--- config.mk ---
export PLATFORM = sky130hd
export DESIGN_NAME = ni_vc_link_alloc
export DESIGN_NICKNAME = d
export VERILOG_FILES = /design/src/rtl/ni_alloc_pkg.sv /design/src/rtl/ni_rr_arb.sv /design/src/rtl/ni_vnet_alloc.sv /design/src/rtl/ni_slot_vc_table.sv /design/src/rtl/ni_vc_link_alloc.sv
export SDC_FILE = /design/constraint.sdc
export NUM_CORES = 1
export LEC_CHECK = 0
export BUFFER_PORTS_ARGS = -buffer_cell sky130_fd_sc_hd__clkbuf_2
export CAP_MARGIN = 20
export CELL_PAD_IN_SITES_DETAIL_PLACEMENT = 0
export CELL_PAD_IN_SITES_GLOBAL_PLACEMENT = 1
export CORE_AREA = 2 2 72 74
export DETAILED_ROUTE_END_ITERATION = 10
export DIE_AREA = 0 0 74 76
export GPL_ROUTABILITY_DRIVEN = 0
export PLACE_DENSITY_LB_ADDON = 0.2
export SYNTH_ARGS = -nofsm -noshare
export SYNTH_HDL_FRONTEND = slang
export SYNTH_HIERARCHICAL = 1
export SYNTH_SLANG_ARGS = --single-unit
--- constraint.sdc ---
create_clock -name clk -period 2.8 [get_ports clk]
set_input_delay 0 -clock clk [delete_from_list [all_inputs] [get_ports clk]]
set_output_delay 0 -clock clk [all_outputs]
set_load 0.02 [all_outputs]
--- src/rtl/ni_alloc_pkg.sv ---
package ni_alloc_pkg;

    localparam int DEF_SLOTS        = 4;
    localparam int DEF_VNETS        = 2;
    localparam int DEF_VCS_PER_VNET = 2;

    // widest request vector the pick helpers accept
    localparam int MAX_N = 32;
    localparam int PTR_W = 5;

    typedef logic [PTR_W-1:0] ptr_t;

    // first set bit at or after start, wrapping at n; -1 when none
    function automatic int rr_pick(input logic [MAX_N-1:0] req,
                                   input int start,
                                   input int n);
        int found;
        found = -1;
        for (int k = 0; k < MAX_N; k++) begin
            int j;
            j = (start + k) % n;
            if (k < n && found < 0 && req[PTR_W'(j)])
                found = j;
        end
        return found;
    endfunction

    // lowest set bit below n; -1 when none
    function automatic int low_pick(input logic [MAX_N-1:0] v,
                                    input int n);
        int found;
        found = -1;
        for (int k = MAX_N - 1; k >= 0; k--) begin
            if (k < n && v[k])
                found = k;
        end
        return found;
    endfunction

endpackage

--- src/rtl/ni_rr_arb.sv ---
module ni_rr_arb
    import ni_alloc_pkg::*;
#(
    parameter int N = 4,
    localparam int IW = (N > 1) ? $clog2(N) : 1
) (
    input  logic          clk,
    input  logic          rst,
    input  logic [N-1:0]  req,
    input  logic          take,
    output logic          win_ok,
    output logic [IW-1:0] win_idx
);

    ptr_t ptr_q;
    int   pick;

    always_comb pick = rr_pick(MAX_N'(req), int'(ptr_q), N);

    assign win_ok  = (pick >= 0);
    assign win_idx = IW'(pick);

    always_ff @(posedge clk) begin
        if (rst)
            ptr_q <= '0;
        else if (take && win_ok)
            ptr_q <= (pick == N - 1) ? '0 : PTR_W'(pick + 1);
    end

endmodule

--- src/rtl/ni_vnet_alloc.sv ---
module ni_vnet_alloc
    import ni_alloc_pkg::*;
#(
    parameter int NSLOT = 4,
    parameter int VCPER = 2,
    localparam int SW = (NSLOT > 1) ? $clog2(NSLOT) : 1,
    localparam int LW = (VCPER > 1) ? $clog2(VCPER) : 1
) (
    input  logic             clk,
    input  logic             rst,
    input  logic [NSLOT-1:0] req,
    input  logic [VCPER-1:0] avail,
    output logic             fire,
    output logic [SW-1:0]    slot,
    output logic [LW-1:0]    vc_local
);

    logic any_free;
    logic arb_ok;
    int   low;

    assign any_free = |avail;

    // pointer only moves when a channel is actually handed out
    ni_rr_arb #(.N(NSLOT)) u_arb (
        .clk     (clk),
        .rst     (rst),
        .req     (req),
        .take    (any_free),
        .win_ok  (arb_ok),
        .win_idx (slot)
    );

    always_comb low = low_pick(MAX_N'(avail), VCPER);

    assign vc_local = LW'(low);
    assign fire     = arb_ok & any_free;

endmodule

--- src/rtl/ni_slot_vc_table.sv ---
module ni_slot_vc_table #(
    parameter int NSLOT = 4,
    parameter int NVNET = 2,
    parameter int NVC   = 4,
    localparam int SW  = (NSLOT > 1) ? $clog2(NSLOT) : 1,
    localparam int VCW = (NVC > 1) ? $clog2(NVC) : 1
) (
    input  logic                 clk,
    input  logic                 rst,
    input  logic [NVNET-1:0]     g_fire,
    input  logic [NVNET*SW-1:0]  g_slot,
    input  logic [NVNET*VCW-1:0] g_vc,
    input  logic                 rel,
    input  logic [SW-1:0]        rel_slot,
    output logic [NSLOT-1:0]     held,
    output logic [NSLOT*VCW-1:0] held_vc,
    output logic [NVC-1:0]       busy
);

    logic [NSLOT-1:0] held_q;
    logic [NVC-1:0]   busy_q;
    logic [VCW-1:0]   vc_q [NSLOT];

    always_ff @(posedge clk) begin
        if (rst) begin
            held_q <= '0;
            busy_q <= '0;
            for (int s = 0; s < NSLOT; s++)
                vc_q[s] <= '0;
        end else begin
            // release first; a grant in the same cycle never targets the
            // released channel because busy was still set when it was chosen
            if (rel) begin
                held_q[rel_slot]       <= 1'b0;
                busy_q[vc_q[rel_slot]] <= 1'b0;
            end
            for (int n = 0; n < NVNET; n++) begin
                if (g_fire[n]) begin
                    held_q[g_slot[n*SW +: SW]]   <= 1'b1;
                    vc_q[g_slot[n*SW +: SW]]     <= g_vc[n*VCW +: VCW];
                    busy_q[g_vc[n*VCW +: VCW]]   <= 1'b1;
                end
            end
        end
    end

    assign held = held_q;
    assign busy = busy_q;

    for (genvar s = 0; s < NSLOT; s++) begin : g_flat
        assign held_vc[s*VCW +: VCW] = vc_q[s];
    end

endmodule

--- src/rtl/ni_vc_link_alloc.sv ---
module ni_vc_link_alloc
    import ni_alloc_pkg::*;
#(
    parameter int NSLOT = DEF_SLOTS,
    parameter int NVNET = DEF_VNETS,
    parameter int VCPER = DEF_VCS_PER_VNET,
    localparam int NVC = NVNET * VCPER,
    localparam int SW  = (NSLOT > 1) ? $clog2(NSLOT) : 1,
    localparam int VNW = (NVNET > 1) ? $clog2(NVNET) : 1,
    localparam int VCW = (NVC > 1) ? $clog2(NVC) : 1,
    localparam int LW  = (VCPER > 1) ? $clog2(VCPER) : 1
) (
    input  logic                 clk,
    input  logic                 rst,
    input  logic [NSLOT-1:0]     slot_req,
    input  logic [NSLOT*VNW-1:0] slot_vnet,
    input  logic [NSLOT-1:0]     slot_tail,
    input  logic [NVC-1:0]       vc_free,
    input  logic                 link_rdy,
    output logic [NSLOT-1:0]     slot_has_vc,
    output logic [NSLOT*VCW-1:0] slot_vc,
    output logic [NSLOT-1:0]     link_gnt,
    output logic [VCW-1:0]       link_vc
);

    logic [NSLOT-1:0]     held;
    logic [NSLOT*VCW-1:0] held_vc;
    logic [NVC-1:0]       busy;

    logic [NVNET-1:0]     g_fire;
    logic [NVNET*SW-1:0]  g_slot;
    logic [NVNET*VCW-1:0] g_vc;

    // stage one: one arbiter per virtual network
    for (genvar n = 0; n < NVNET; n++) begin : g_vnet
        logic [NSLOT-1:0] vreq;
        logic [VCPER-1:0] avail;
        logic [LW-1:0]    vc_loc;

        for (genvar s = 0; s < NSLOT; s++) begin : g_req
            assign vreq[s] = slot_req[s] & ~held[s]
                           & (slot_vnet[s*VNW +: VNW] == VNW'(n));
        end

        assign avail = vc_free[n*VCPER +: VCPER] & ~busy[n*VCPER +: VCPER];

        ni_vnet_alloc #(.NSLOT(NSLOT), .VCPER(VCPER)) u_va (
            .clk      (clk),
            .rst      (rst),
            .req      (vreq),
            .avail    (avail),
            .fire     (g_fire[n]),
            .slot     (g_slot[n*SW +: SW]),
            .vc_local (vc_loc)
        );

        assign g_vc[n*VCW +: VCW] = VCW'(n * VCPER) + VCW'(vc_loc);
    end

    // stage two: link arbiter over channel holders
    logic          lk_ok;
    logic [SW-1:0] lk_idx;
    logic          lk_fire;
    logic          lk_rel;

    ni_rr_arb #(.N(NSLOT)) u_link (
        .clk     (clk),
        .rst     (rst),
        .req     (held),
        .take    (link_rdy),
        .win_ok  (lk_ok),
        .win_idx (lk_idx)
    );

    assign lk_fire = link_rdy & lk_ok;
    assign lk_rel  = lk_fire & slot_tail[lk_idx];

    ni_slot_vc_table #(.NSLOT(NSLOT), .NVNET(NVNET), .NVC(NVC)) u_tab (
        .clk      (clk),
        .rst      (rst),
        .g_fire   (g_fire),
        .g_slot   (g_slot),
        .g_vc     (g_vc),
        .rel      (lk_rel),
        .rel_slot (lk_idx),
        .held     (held),
        .held_vc  (held_vc),
        .busy     (busy)
    );

    logic [NSLOT-1:0] gnt_q;
    logic [VCW-1:0]   lvc_q;

    always_ff @(posedge clk) begin
        if (rst) begin
            gnt_q <= '0;
            lvc_q <= '0;
        end else begin
            gnt_q <= '0;
            if (lk_fire) begin
                gnt_q[lk_idx] <= 1'b1;
                lvc_q         <= held_vc[int'(lk_idx)*VCW +: VCW];
            end
        end
    end

    assign slot_has_vc = held;
    assign slot_vc     = held_vc;
    assign link_gnt    = gnt_q;
    assign link_vc     = lvc_q;

endmodule

**After elaboration in Yosys (flattened, before gate mapping)**

Memory sizes are Yosys's and may differ from the RTL's.
Index checks and enable logic that the tools add are counted.

- $add $sub $neg: 13
- Magnitude comparators: 36
- Eq/ne operators: 3
- Shifts and indexed selects: 1
- Mux-type cells: 88
- Bitwise logic cells: 46
- Reductions and logical operators: 32

Operators with widths:

| operator | number |
|---|---|
| 32-bit two-way mux | 12 |
| 32-bit by 1-bit < comparator with 1-bit output, second input constant | 9 |
| 32-bit by 3-bit equality test with 1-bit output, second input constant | 3 |
| 32-bit by 1-bit greater-or-equal comparator with 1-bit output, second input constant | 3 |
| 3-bit by 7-bit < comparator with 1-bit output, second input constant | 9 |
| 1-bit two-way mux | 40 |
| 4-bit two-way mux | 10 |
| 2-bit OR reduction | 14 |
| 1-bit binary-select mux with 3-bit select | 9 |
| 2-bit adder, second input constant | 9 |
| 1-bit logical AND | 18 |
| 2-bit by 6-bit < comparator with 1-bit output, second input constant | 3 |
| 1-bit bitwise AND | 16 |
| 2-bit by 3-bit < comparator with 1-bit output, second input constant | 5 |
| 2-bit two-way mux | 7 |
| 4-bit OR | 3 |
| 1-bit demux with 2-bit select | 5 |
| 2-bit by 1-bit greater-or-equal comparator with 1-bit output, second input constant | 5 |
| 1-bit bitwise AND, first input constant | 9 |
| 1-bit inverter | 9 |
| 4-bit bitwise AND | 2 |
| 1-bit binary-select mux with 2-bit select | 4 |
| 4-bit inverter | 2 |
| 8-bit by 4-bit variable part select with 2-bit output | 1 |
| other kinds (8) | 12 |

- Register bits: 20
- Memory bits (writable): 8
- Bits of input ports: 19
- Output and inout bits: 18
- Memories kept: 1

Memory list:

| name | words | bits a word | rd ports | clocked after memory_dff | wr ports | line | RTL |
|---|---|---|---|---|---|---|---|
| u_tab.vc_q | 4 | 2 | 5 | 0 | 4 | ni_slot_vc_table.sv:22 | `logic [VCW-1:0] vc_q [NSLOT];` |

**Depth between registers and ports, before layout**

Gate-level depths: netlist of the first run.
An unclocked memory read counts as a cell.

- Depth after elaboration: 28
- Depth in mapped cells: 9

**Cells and area by module**

The synthesis of the first run kept the hierarchy.

By module, submodules not included:

| module | times used | cells an instance | area an instance (µm²) | sequential area each (µm²) |
|---|---|---|---|---|
| ni_slot_vc_table | 1 | 104 | 955.9 | 400.4 |
| ni_rr_arb | 3 | 25 | 185.2 | 40.0 |
| ni_vc_link_alloc | 1 | 36 | 367.9 | 120.1 |
| ni_vnet_alloc | 2 | 3 | 17.5 | 0.0 |

**Worst setup path after synthesis of the first run**

Ideal clock, no wire load.

- Kind: flip-flop to flip-flop
- Start point: register u_tab.held_q[1] (netlist: u_tab/held[1])
- End point: register u_tab.busy_q[0] (netlist: u_tab/busy[0])
- Setup time: 0.088 ns
- Data arrival time: 2.603 ns
- Data required time: 2.712 ns
- Path slack: 0.109 ns
- Stages on the path, launching flop included: 10
- Period minus slack after synthesis: 2.691 ns
- Cells stage by stage: dfxtp_1 nor2b_1 o22ai_1 a21oi_1 buf_6 mux4_2 nor2b_1 and2_1 a22o_1 a311oi_2

- Elaborated cells on any way between the ends: 91

RTL lines:

| item | line | RTL |
|---|---|---|
| from (decl) | ni_slot_vc_table.sv:20 | `logic [NSLOT-1:0] held_q;` |
| from (signal assigned) | ni_slot_vc_table.sv:26 | `held_q <= '0;` |
| from (signal, indexed assignment) | ni_slot_vc_table.sv:34 | `held_q[rel_slot] <= 1'b0;` |
| from (signal, indexed assignment) | ni_slot_vc_table.sv:39 | `held_q[g_slot[n*SW +: SW]] <= 1'b1;` |
| 1-bit binary-select mux with 2-bit select | ni_alloc_pkg.sv:22 | `if (k < n && found < 0 && req[PTR_W'(j)])` |
| 1-bit two-way mux (implied by the code) | ni_alloc_pkg.sv:22 |  |
| 32-bit two-way mux | ni_alloc_pkg.sv:22 |  |
| 32-bit by 1-bit < comparator with 1-bit output | ni_alloc_pkg.sv:22 |  |
| 1-bit logical AND | ni_alloc_pkg.sv:22 |  |
| 32-bit two-way mux | ni_alloc_pkg.sv:22 |  |
| 32-bit by 1-bit < comparator with 1-bit output | ni_alloc_pkg.sv:22 |  |
| 1-bit logical AND | ni_alloc_pkg.sv:22 |  |
| [4 not listed] | -- |  |
| via lk_idx[0] | ni_vc_link_alloc.sv:62 | `logic [SW-1:0] lk_idx;` |
| [3 not listed] | -- |  |
| via lk_rel | ni_vc_link_alloc.sv:64 | `logic lk_rel;` |
| 4-bit two-way mux (*) | ni_slot_vc_table.sv:33 | `if (rel) begin` |
| 4-bit two-way mux (*) | ni_slot_vc_table.sv:25 | `if (rst) begin` |
| 4-bit by 2-bit OR with 4-bit output (no line) | -- |  |
| 4-bit two-way mux (*) | ni_slot_vc_table.sv:38 | `if (g_fire[n]) begin` |
| 4-bit two-way mux (*) | ni_slot_vc_table.sv:25 |  |
| 4-bit OR (no line) | -- |  |
| 4-bit two-way mux (*) | ni_slot_vc_table.sv:38 |  |
| to (signal assigned) | ni_slot_vc_table.sv:27 | `busy_q <= '0;` |
| to (signal, indexed assignment) | ni_slot_vc_table.sv:35 | `busy_q[vc_q[rel_slot]] <= 1'b0;` |
| to (signal, indexed assignment) | ni_slot_vc_table.sv:41 | `busy_q[g_vc[n*VCW +: VCW]] <= 1'b1;` |
| to (decl) | ni_slot_vc_table.sv:21 | `logic [NVC-1:0] busy_q;` |

The timed path passes the listed nets; every way through them passes the cells marked *. The select of a mux whose other input is x is not followed.
A chain may end at the register's enable or synchronous reset.

==> results of run 1 <==
power breakdown:
part | switching, W | total, W | internal, W
clock | 0.000136 | 0.000328 | 0.000191
combinational | 0.000512 | 0.000891 | 0.000379
sequential | 0.0000772 | 0.000582 | 0.000505
total | 0.000725 | 0.00180 | 0.00108
flip-flops by register name, indices dropped and copies added, names as in the netlist:
| name | flops |
|---|---|
| u_tab/vc_q | 8 |
| g_vnet.u_va/u_arb/ptr_q | 4 |
| link_gnt | 4 |
| u_tab/busy | 4 |
| u_tab/held | 4 |
| link_vc | 2 |
| u_link/ptr_q | 2 |
area by class of cell:
class / count / area [µm²] / area share, %
Clock buffer: 3 / 41.29 / 1.811
Clock inverter: 1 / 30.03 / 1.317
Inverter: 22 / 82.58 / 3.622
Multi-Input combinational cell: 171 / 1172 / 51.43
Sequential cell: 28 / 640.6 / 28.10
Tap cell: 70 / 87.58 / 3.842
Timing Repair Buffer: 42 / 225.2 / 9.879
cell usage after synthesis (all sizes together) (2+ instances only):
cell type / n / area (µm²)
a21oi: 28 / 151.4
inv: 22 / 82.58
dfxtp: 20 / 400.4
nand2: 17 / 78.83
nand3: 12 / 60.06
nor2b: 10 / 62.56
o22ai: 10 / 62.56
nand3b: 9 / 67.56
edfxtp: 8 / 240.2
nand2b: 8 / 50.05
nor3b: 7 / 52.55
and3b: 6 / 52.55
buf: 6 / 40.03
mux2i: 6 / 60.06
nor2: 6 / 22.52
mux4: 4 / 90.09
o21ai: 4 / 20.02
a31o: 3 / 26.28
a41oi: 3 / 33.79
ha: 3 / 37.54
nand4: 3 / 18.77
o41ai: 3 / 26.28
or4: 3 / 33.78
and2: 2 / 12.51
conb: 2 / 7.510
nor4b: 2 / 17.52
o21a: 2 / 15.01
or2: 2 / 12.51
routing by layer:
metal	wire, µm	share of wire [%]
met2	2185	46
met1	2404	50
met4	37	0.77
met5	0	0
met3	174	3.6
through the flow:
step,utilization (%),area (µm²)
floorplan,-,1941
global placement,44.96,2208
detailed placement,44.96,2208
CTS,46.41,2280
global route,46.41,2280
finish,46.41,2280
cell families (layout without fill, tap and decap cells):
family / after synthesis / in the layout
buf+inv: 29 / 68
simple gates: 93 / 93
fa+ha+maj: 3 / 3
mux: 10 / 10
compound gates: 56 / 56
flops: 28 / 28
other cells: 2 / 9
worst max-delay path, stage by stage, from the launching register on:
cell	delay (ns)
dfxtp_1	0.40
nor3b_1	0.56
nand2b_1	0.15
a21oi_1	0.17
nor2_1	0.05
o22ai_1	0.35
nor2b_1	0.27
a21oi_1	0.14
nand2b_1	0.15
worst paths after layout:
path,to,slack (ns),depth (start not counted)
max,u_tab/vc_q[2][1],0.28,8
min,link_vc[1],0.03,3
max reg2reg,u_tab/vc_q[2][1],0.28,8
min reg2reg,link_vc[1],0.46,2
==> summary.md, run 1 <==
| Metric | Value |
|---|---|
| Status | `finished, final reports clean` |
| Post-layout min period | `2.518 ns` |
| # DRC | `0` |
| Worst-path clk slew | `0.11 ns` |
| Routed len/inst | `14.25 µm` |
| Post-route setup TNS | `0 ns` |
| Setup violators final | `0` |
| GR Layer Usage met2 | `26.61%` |
| Worst vdd ir | `0.3882 mV` |
| Critical Path Source | `u_tab/held[2]` |
| Syn Inst Count | `221` |
| Slew headroom | `51.38%` |
| Tcrit/Tclk final | `89.94%` |
| Vias in the first global route | `1557` |
| Type of the worst setup path | `flop to flop` |
| Synthesis-stage register bit count | `28` |
| Netlist cell types | `45` |
| Post-synth EDFFs | `8` |
| Post-synthesis xor/xnor area fraction | `0%` |
| Cell area after synthesis | `1914 µm²` |
| Worst Skew | `0.005393 ns` |
| Antenna viol nets, final | `0` |
| Largest net degree at the start of global routing | `36` |
| HPWL after DPL | `3732 µm` |
| Placed cells | `333` |
| Setup bufs post-CTS | `0` |
| Yosys warns | `6` |
| Clock tree buffer depth | `2` |
| Port Buf Inserts | `36` |
| Global-route wire length before repair | `7955 µm` |
| Average size of a mapped cell | `8.662 µm²` |
| Starting Density | `38.97%` |
| CTS tree | `yes` |
| # IOs | `37` |
| Fraction of registers with async set/reset | `0%` |
| Antenna cells | `0` |
| Maximum clock rate | `397.1 MHz` |
| Via/cell ratio | `5.128` |
| Final worst setup slack | `0.2818 ns` |
| Via count | `1728` |
| Area Growth Syn to Fin | `19.09%` |
| Clock latency on the worst-skew pair | `0.28 ns` |
| Critical path arrival | `2.52 ns` |
| Final cell count without fillers | `337` |
| Synth Area in Compound Gates | `19.08%` |
| Unrepaired setup endpoints after global routing | `no` |
| GR Util met3 | `2.249%` |
| Met1 Track Usage GR | `27.65%` |
| Row cnt | `26` |
| Final Slew Violations | `0` |
| # Max-Cap Violations | `0` |
| Initial antenna violation count | `0` |
| GRT Total Usage | `17.84%` |
| Mux cell area share after synthesis | `7.843%` |
| Worst-path fanout max | `9` |
| Fillers | `489` |
| Die H | `76 µm` |
| Die ar. | `5624 µm²` |
| CTS Sinks | `28` |
| Sequential fraction of the synthesis area | `33.46%` |
| Post-synthesis adder-cell area fraction | `1.961%` |
| Synth Flop Type | `dfxtp_1` |
| Largest family of logic cells by synthesized area | `simple AND/OR/NAND/NOR gates` |
| CTS H-tree depth | `1` |
| Cts repair resizes | `0` |
| Detailed Routing Iterations Pass 1 | `6` |
| Hold Startpoint | `link_rdy` |
| Placement Setup Slack | `0.3089 ns` |
| Grt ovf | `0` |
| Most frequent cells in the layout | `36 x clkbuf_2, 25 x a21oi_1, 21 x inv_1` |
| Pleak | `0.9083 nW` |
| Layout cells sized above 1 | `25.84%` |
| Final hold vios | `0` |
| Worst min-delay path class | `input pin to flop` |
| Worst r2r src | `u_tab/held[2]` |
| Final hold slack | `0.02770 ns` |
| GRT busiest layer | `met1` |
| Most common cell after layout, fill and taps aside | `clkbuf_2` |
| Total Wirelength | `4801 µm` |
| Core area | `4912 µm²` |
| Overall power | `0.001801 W` |
| Simple-gate portion of the synthesized area | `30.59%` |
| Nets@finish | `290` |
| Die span in x | `74 µm` |
| Worst slew pin tran | `0.7293 ns` |
| Inserted Clock Buffers | `3` |
| P per Cell Area | `790.0 nW/µm²` |
| Worst Setup End Kind | `flop` |
| Iteration-0 DRC count of the detailed router | `81` |
| Post-CTS Hold Fix Bufs | `0` |
| Startpoint Class | `flop` |
| Clk root buf | `clkbuf_8` |
| Critical Path RT | `2.80 ns` |
(Power assumes the default switching activity.)
==> run 2: changes to the inputs <==
Clock period 2.8 ns to 2.75 ns, I/O delays scaled along.
==> run 2 against run 1 <==
  * Clock skew fell by 0.0034 ns
  * Global-route usage fell by 0.21 points
  * Register-to-register slack got worse by 0.04 ns
  * Clock power rose by 2%
  * Non-clock buffer count rose by 1
  * Critical path type unchanged
  * Largest power group unchanged
  * Highest routed layer unchanged
==> summary.md, run 2 (same netlist as run 1, synthesis figures left out) <==
| Metric | Value |
|---|---|
| NetSw | `0.0007391 W (+1.9%)` |
| Max reg flops | `8 (unchanged)` |
| Clock tree buffer depth | `2 (unchanged)` |
| Via count | `1726 (-0.12%)` |
| CTS tree | `yes` |
| Die span in x | `74 µm (unchanged)` |
| Via/cell ratio | `5.107 (-0.41%)` |
| Clock latency on the worst-skew pair | `0.28 ns (about the same)` |
| Row cnt | `26 (unchanged)` |
| Pint | `0.001104 W (+2.6%)` |
| HPWL after DPL | `3554 µm (-4.8%)` |
| Flop pwr share | `32.2% (about the same)` |
| Final worst setup slack | `0.2438 ns (-0.03802 ns)` |
| Nets@finish | `291 (+0.34%)` |
| Sw Share | `40.11% (-0.16 points)` |
| Placement Setup Slack | `0.2665 ns (-0.04240 ns)` |
| Post-CTS Hold Fix Bufs | `0 (unchanged)` |
| Inserted Clock Buffers | `3 (unchanged)` |
| Area Growth Syn to Fin | `19.93%` |
| Layout cells sized above 1 | `26.87% (+1.0 points)` |
| Pleak | `0.9154 nW (+0.78%)` |
| Die H | `76 µm (unchanged)` |
| P per Cell Area | `802.7 nW/µm² (+1.6%)` |
| Worst vdd ir | `0.4538 mV (+17%)` |
| Crit path largest cell delay | `0.48 ns (-0.08 ns)` |
| GR Util met3 | `1.984% (-0.26 points)` |
| Combinational share of power | `49.6% (about the same)` |
| Reg2reg end | `u_tab/vc_q[0][1]` |
| Vias in the first global route | `1638 (+5.2%)` |
| Fillers | `483 (-1.2%)` |
| Worst r2r src | `u_tab/held[2]` |
| Setup bufs post-CTS | `0 (unchanged)` |
| Maximum clock rate | `399.0 MHz (+0.48%)` |
| Critical Path Source | `u_tab/held[2]` |
| Status | `finished, final reports clean` |
| Core area | `4912 µm² (unchanged)` |
| Met1 Track Usage GR | `26.39% (-1.3 points)` |
| CTS Sinks | `28 (unchanged)` |
| Post-route setup TNS | `0 ns (unchanged)` |
| Critical Path End | `u_tab/vc_q[0][1]` |
| Critical Path RT | `2.79 ns (about the same)` |
| Most common cell after layout, fill and taps aside | `clkbuf_2` |
| Unrepaired setup endpoints after global routing | `no` |
| Routed len/inst | `13.69 µm (-3.9%)` |
| # DRC | `0 (unchanged)` |
| Tcrit/Tclk final | `91.13% (+1.2 points)` |
| Clk network pwr share | `18.2% (about the same)` |
| Most frequent cells in the layout | `36 x clkbuf_2, 24 x a21oi_1, 21 x inv_1` |
| Final hold vios | `0 (unchanged)` |
| Antenna viol nets, final | `0 (unchanged)` |
| Port Buf Inserts | `36 (unchanged)` |
| Final Slew Violations | `0 (unchanged)` |
| Slew headroom | `51.56% (+0.18 points)` |
| Antenna cells | `0 (unchanged)` |
| Clk root buf | `clkbuf_8` |
| Worst min-delay path class | `input pin to flop` |
| # Max-Cap Violations | `0 (unchanged)` |
| GRT Total Usage | `17.63% (-0.21 points)` |
| GR Layer Usage met2 | `26.88% (+0.27 points)` |
| Worst-path fanout max | `9 (unchanged)` |
| Grt ovf | `0 (unchanged)` |
| Iteration-0 DRC count of the detailed router | `90 (+11%)` |
| CTS H-tree depth | `1 (unchanged)` |
| Type of the worst setup path | `flop to flop` |
| Worst Setup End Kind | `flop` |
| Initial antenna violation count | `0 (unchanged)` |
| Critical path arrival | `2.54 ns (+0.02 ns)` |
| Largest net degree at the start of global routing | `36 (unchanged)` |
| Die ar. | `5624 µm² (unchanged)` |
| Global-route wire length before repair | `7955 µm (unchanged)` |
| Worst Skew | `0.001963 ns (-0.003430 ns)` |
| Post-layout min period | `2.506 ns (-0.01197 ns)` |
| Top reg by flops | `u_tab/vc_q` |
| Critical path's slowest cell | `o22ai_1` |
| # IOs | `37 (unchanged)` |
| Worst slew pin tran | `0.7266 ns (-0.002760 ns)` |
| FF-to-FF setup slack | `0.24 ns (-0.04 ns)` |
| Detailed Routing Iterations Pass 1 | `5 (-1)` |
| Worst-path clk slew | `0.10 ns (about the same)` |
| Total Wirelength | `4628 µm (-3.6%)` |
| Starting Density | `38.97% (unchanged)` |
| Startpoint Class | `flop` |
| CP Cell Sequence | `and3b_1 -> nand2b_1 -> a21oi_1 -> nor2_1 -> o22ai_1 -> buf_4 -> nor3b_1 -> a21oi_1 -> nand2b_1` |
| Cells on worst reg2reg path | `9 (+1)` |
| Setup violators final | `0 (unchanged)` |
| GRT busiest layer | `met2` |
## run 2: power by group through the flow
stage / combinational (W) / clock (W) / sequential [W]
after floorplan: 0.000628 / 0 / 0.000649
after global placement: 0.000915 / 0 / 0.000602
after global routing: 0.00102 / 0.000358 / 0.000607
after CTS: 0.000911 / 0.000342 / 0.000593
after detailed placement: 0.000906 / 0 / 0.000603
final: 0.000915 / 0.000335 / 0.000593
## run 2: cell type report
cell class              instances  area, µm²  area share (%)
clock buffers                   3      41.29           1.798
clock inverters                 1      30.03           1.308
multi-input cells             171       1181           51.44
repair buffers                 43      232.7           10.14
well taps                      70      87.58           3.815
inverters                      22      82.58           3.597
flip-flops and latches         28      640.6           27.90
## run 2: how the worst min path moves through the flow
stage              from                            end  slack [ns]  depth (start not counted)
4_1_cts        link_rdy                     link_vc[0]        0.02                          3
3_3_place_gp   link_rdy                     link_vc[0]        0.33                          3
2_1_floorplan       rst  g_vnet[0].u_va/u_arb/ptr_q[1]        0.06                          1
5_1_grt        link_rdy                     link_vc[1]        0.03                          3
3_5_place_dp   link_rdy                     link_vc[0]        0.33                          3
6_report       link_rdy                     link_vc[1]        0.02                          3
## run 2: per-layer routing
| layer | part of all wire (%) | vias to the layer above |
|---|---|---|
| li1 | - | 891 |
| met1 | 51 | 803 |
| met2 | 46 | 30 |
| met4 | 0.45 | 0 |
| met3 | 2.9 | 2 |
| met5 | 0 | - |
## run 2: critical path: cells and delay by family (launching register included)
kind | cells | cell delay [ns]
flops | 1 | 0.41
buf+inv | 1 | 0.22
compound gates | 3 | 0.93
simple gates | 5 | 0.71
## run 2: stage by stage
step / utilization, % / power [W] / hold slack [ns] / instances / instance area, µm²
floorplan: - / 0.001277 / 0.06244 / 228 / 1941
CTS: 46.56 / 0.001846 / 0.01619 / 338 / 2287
detailed placement: 45.11 / 0.001509 / 0.3262 / 334 / 2216
global route: 46.74 / 0.001989 / 0.02642 / 338 / 2296
finish: 46.74 / 0.001843 / 0.02398 / 338 / 2296
global placement: 45.11 / 0.001516 / 0.3250 / 334 / 2216
## run 2: what timing repair did
item                       4_1_cts  5_1_grt
gates resized for setup          0        2
setup endpoints to repair        0        2
hold endpoints to repair         0        0
==> run 3: changes to the inputs <==
Settings changed: BUFFER_PORTS_ARGS -buffer_cell sky130_fd_sc_hd__clkbuf_2 to -buffer_cell sky130_fd_sc_hd__buf_2, PLACE_DENSITY_LB_ADDON 0.2 to 0.1.
==> run 3 against run 2 <==
  * Final cell count increased by 0.30%
  * Critical path depth decreased by 1
  * Worst setup slack improved by 0.0022 ns
  * Sequential cell count unchanged
  * Sequential power about the same
  * Via count increased by 0.98%
  * Clock power about the same
  * Routed wire length increased by 1.8%
  * Clock-buffer cell count unchanged
  * Utilization about the same
  * First-iteration DRC count decreased by 6.7%
  * Non-clock buffer count increased by 1
  * Critical endpoint is now u_tab/busy[0]
  * Highest routed layer unchanged
==> summary.md, run 3 (same netlist as run 1, synthesis figures left out) <==
| Metric | Value |
|---|---|
| CTS tree | `yes` |
| Worst min-delay path class | `input pin to flop` |
| Die H | `76 µm (unchanged)` |
| Antenna viol nets, final | `0 (unchanged)` |
| Final cell count without fillers | `339 (+0.30%)` |
| # DRC | `0 (unchanged)` |
| Port Buf Inserts | `36 (unchanged)` |
| Critical Path Source | `u_tab/held[1]` |
| Worst Skew | `0.002757 ns (+0.0007939 ns)` |
| Clock tree buffer depth | `2 (unchanged)` |
| Vias in the first global route | `1630 (-0.49%)` |
| CTS H-tree depth | `1 (unchanged)` |
| Fin area | `2295 µm² (about the same)` |
| Clock latency on the worst-skew pair | `0.28 ns (about the same)` |
| Row cnt | `26 (unchanged)` |
| FF+latch area | `640.6 µm² (unchanged)` |
| NetSw | `0.0007360 W (-0.42%)` |
| # IOs | `37 (unchanged)` |
| Worst-path clk slew | `0.10 ns (about the same)` |
| Final hold slack | `0.03097 ns (+0.006990 ns)` |
| Die span in x | `74 µm (unchanged)` |
| Unrepaired setup endpoints after global routing | `no` |
| Cts repair resizes | `0 (unchanged)` |
| Critical path arrival | `2.70 ns (+0.16 ns)` |
| Via/cell ratio | `5.142 (+0.69%)` |
| Flop pwr share | `32.3% (about the same)` |
| Top reg by flops | `u_tab/vc_q` |
| Initial antenna violation count | `0 (unchanged)` |
| Most common cell after layout, fill and taps aside | `buf_2` |
| Routed len/inst | `13.90 µm (+1.5%)` |
| Largest net degree at the start of global routing | `36 (unchanged)` |
| Status | `finished, final reports clean` |
| Worst r2r src | `u_tab/held[1]` |
| Fillers | `495 (+2.5%)` |
| Combinational share of power | `49.7% (about the same)` |
| Post-route setup TNS | `0 ns (unchanged)` |
| HPWL after DPL | `3657 µm (+2.9%)` |
| CTS Sinks | `28 (unchanged)` |
| # Max-Cap Violations | `0 (unchanged)` |
| Grt ovf | `0 (unchanged)` |
| Setup violators final | `0 (unchanged)` |
| Die ar. | `5624 µm² (unchanged)` |
| Critical Path End | `u_tab/busy[0]` |
| Pint | `0.001106 W (+0.21%)` |
| Worst slew pin tran | `0.7334 ns (+0.006793 ns)` |
| Worst-path fanout max | `9 (unchanged)` |
| Placed cells | `335 (+0.30%)` |
| Worst Setup End Kind | `flop` |
| Maximum clock rate | `399.4 MHz (about the same)` |
| Global-route wire length before repair | `7907 µm (-0.60%)` |
| FF-to-FF setup slack | `0.25 ns (about the same)` |
| Core area | `4912 µm² (unchanged)` |
| Final Slew Violations | `0 (unchanged)` |
| Via count | `1743 (+0.98%)` |
| P per Cell Area | `802.8 nW/µm² (about the same)` |
| Post-layout min period | `2.504 ns (-0.002210 ns)` |
| Reg2reg end | `u_tab/busy[0]` |
| Type of the worst setup path | `flop to flop` |
| Most frequent cells in the layout | `36 x buf_2, 25 x a21oi_1, 21 x inv_1` |
| Tcrit/Tclk final | `91.05% (about the same)` |
| Critical Path RT | `2.95 ns (+0.16 ns)` |
| GRT Total Usage | `17.62% (about the same)` |
| Iteration-0 DRC count of the detailed router | `84 (-6.7%)` |
| Worst vdd ir | `0.3124 mV (-31%)` |
| Layout cells sized above 1 | `26.39% (-0.47 points)` |
| Detailed Routing Iterations Pass 1 | `4 (-1)` |
| Startpoint Class | `flop` |
| Cells on worst reg2reg path | `8 (-1)` |
| Sw Share | `39.95% (-0.15 points)` |
| Pleak | `0.9226 nW (+0.79%)` |
| Setup bufs post-CTS | `0 (unchanged)` |
| Clk network pwr share | `18.0% (-0.2 points)` |
| Clk root buf | `clkbuf_8` |
| Inserted Clock Buffers | `3 (unchanged)` |
| Antenna cells | `0 (unchanged)` |
| Starting Density | `38.97% (unchanged)` |
| Multi-input logic area | `1172 µm² (-0.74%)` |
| Nets@finish | `292 (+0.34%)` |
| DP Area | `2223 µm² (+0.34%)` |
| Final hold vios | `0 (unchanged)` |
| Post-CTS Hold Fix Bufs | `0 (unchanged)` |
| Slew headroom | `51.11% (-0.45 points)` |
| Total Wirelength | `4712 µm (+1.8%)` |
| Hold Crit Depth | `3 (unchanged)` |
| Area Growth Syn to Fin | `19.87% (about the same)` |
| Max reg flops | `8 (unchanged)` |
## run 3: metrics by stage
stage          setup WS (ns)  utilization [%]  power, W
2_1_floorplan        0.05935                -  0.001277
3_3_place_gp          0.2541            45.26  0.001524
3_5_place_dp          0.2427            45.26  0.001515
4_1_cts               0.2218            46.71  0.001846
5_1_grt              0.01098            46.71  0.001984
6_report              0.2460            46.71  0.001842
## run 3: worst min path at each step
| stage | start | endpoint | slack (ns) |
|---|---|---|---|
| after floorplan | rst | g_vnet[0].u_va/u_arb/ptr_q[1] | 0.06 |
| after global placement | link_rdy | link_vc[0] | 0.32 |
| after detailed placement | link_rdy | link_vc[0] | 0.33 |
| after CTS | link_rdy | link_vc[0] | 0.02 |
| after global routing | link_rdy | link_vc[1] | 0.03 |
| final | link_rdy | link_vc[0] | 0.03 |
## run 3: worst max-delay path, cell delays in order, from the launching register on
cell and delay (ns):
dfxtp_1 0.49, nor2b_1 0.17, o22ai_1 0.08, a21oi_1 0.32, mux4_2 0.53, nor2b_1 0.18, and2_1 0.17, a22o_1 0.25
a311oi_2 0.23
## run 3: power by group through the flow
stage / clock (W) / combinational, W / sequential (W)
4_1_cts: 0.000338 / 0.000911 / 0.000597
2_1_floorplan: 0 / 0.000628 / 0.000649
3_3_place_gp: 0 / 0.000919 / 0.000605
3_5_place_dp: 0 / 0.000908 / 0.000607
5_1_grt: 0.000357 / 0.00102 / 0.000611
6_report: 0.000332 / 0.000915 / 0.000594
## run 3: metal layers
layer	GRT usage (%)	share of wire (%)	vias to the layer above
met1	26.61	48	792
met4	4.182	1.8	0
met3	2.116	4.6	10
met5	0	0	-
li1	-	-	897
met2	26.61	45	44
## run 3: layout make-up
type                            instances  area share (%)
Sequential cell                        28           27.92
Timing Repair Buffer                   44           10.47
Inverter                               22           3.599
Clock buffer                            3           1.799
Tap cell                               70           3.817
Multi-Input combinational cell        171           51.09
Clock inverter                          1           1.309
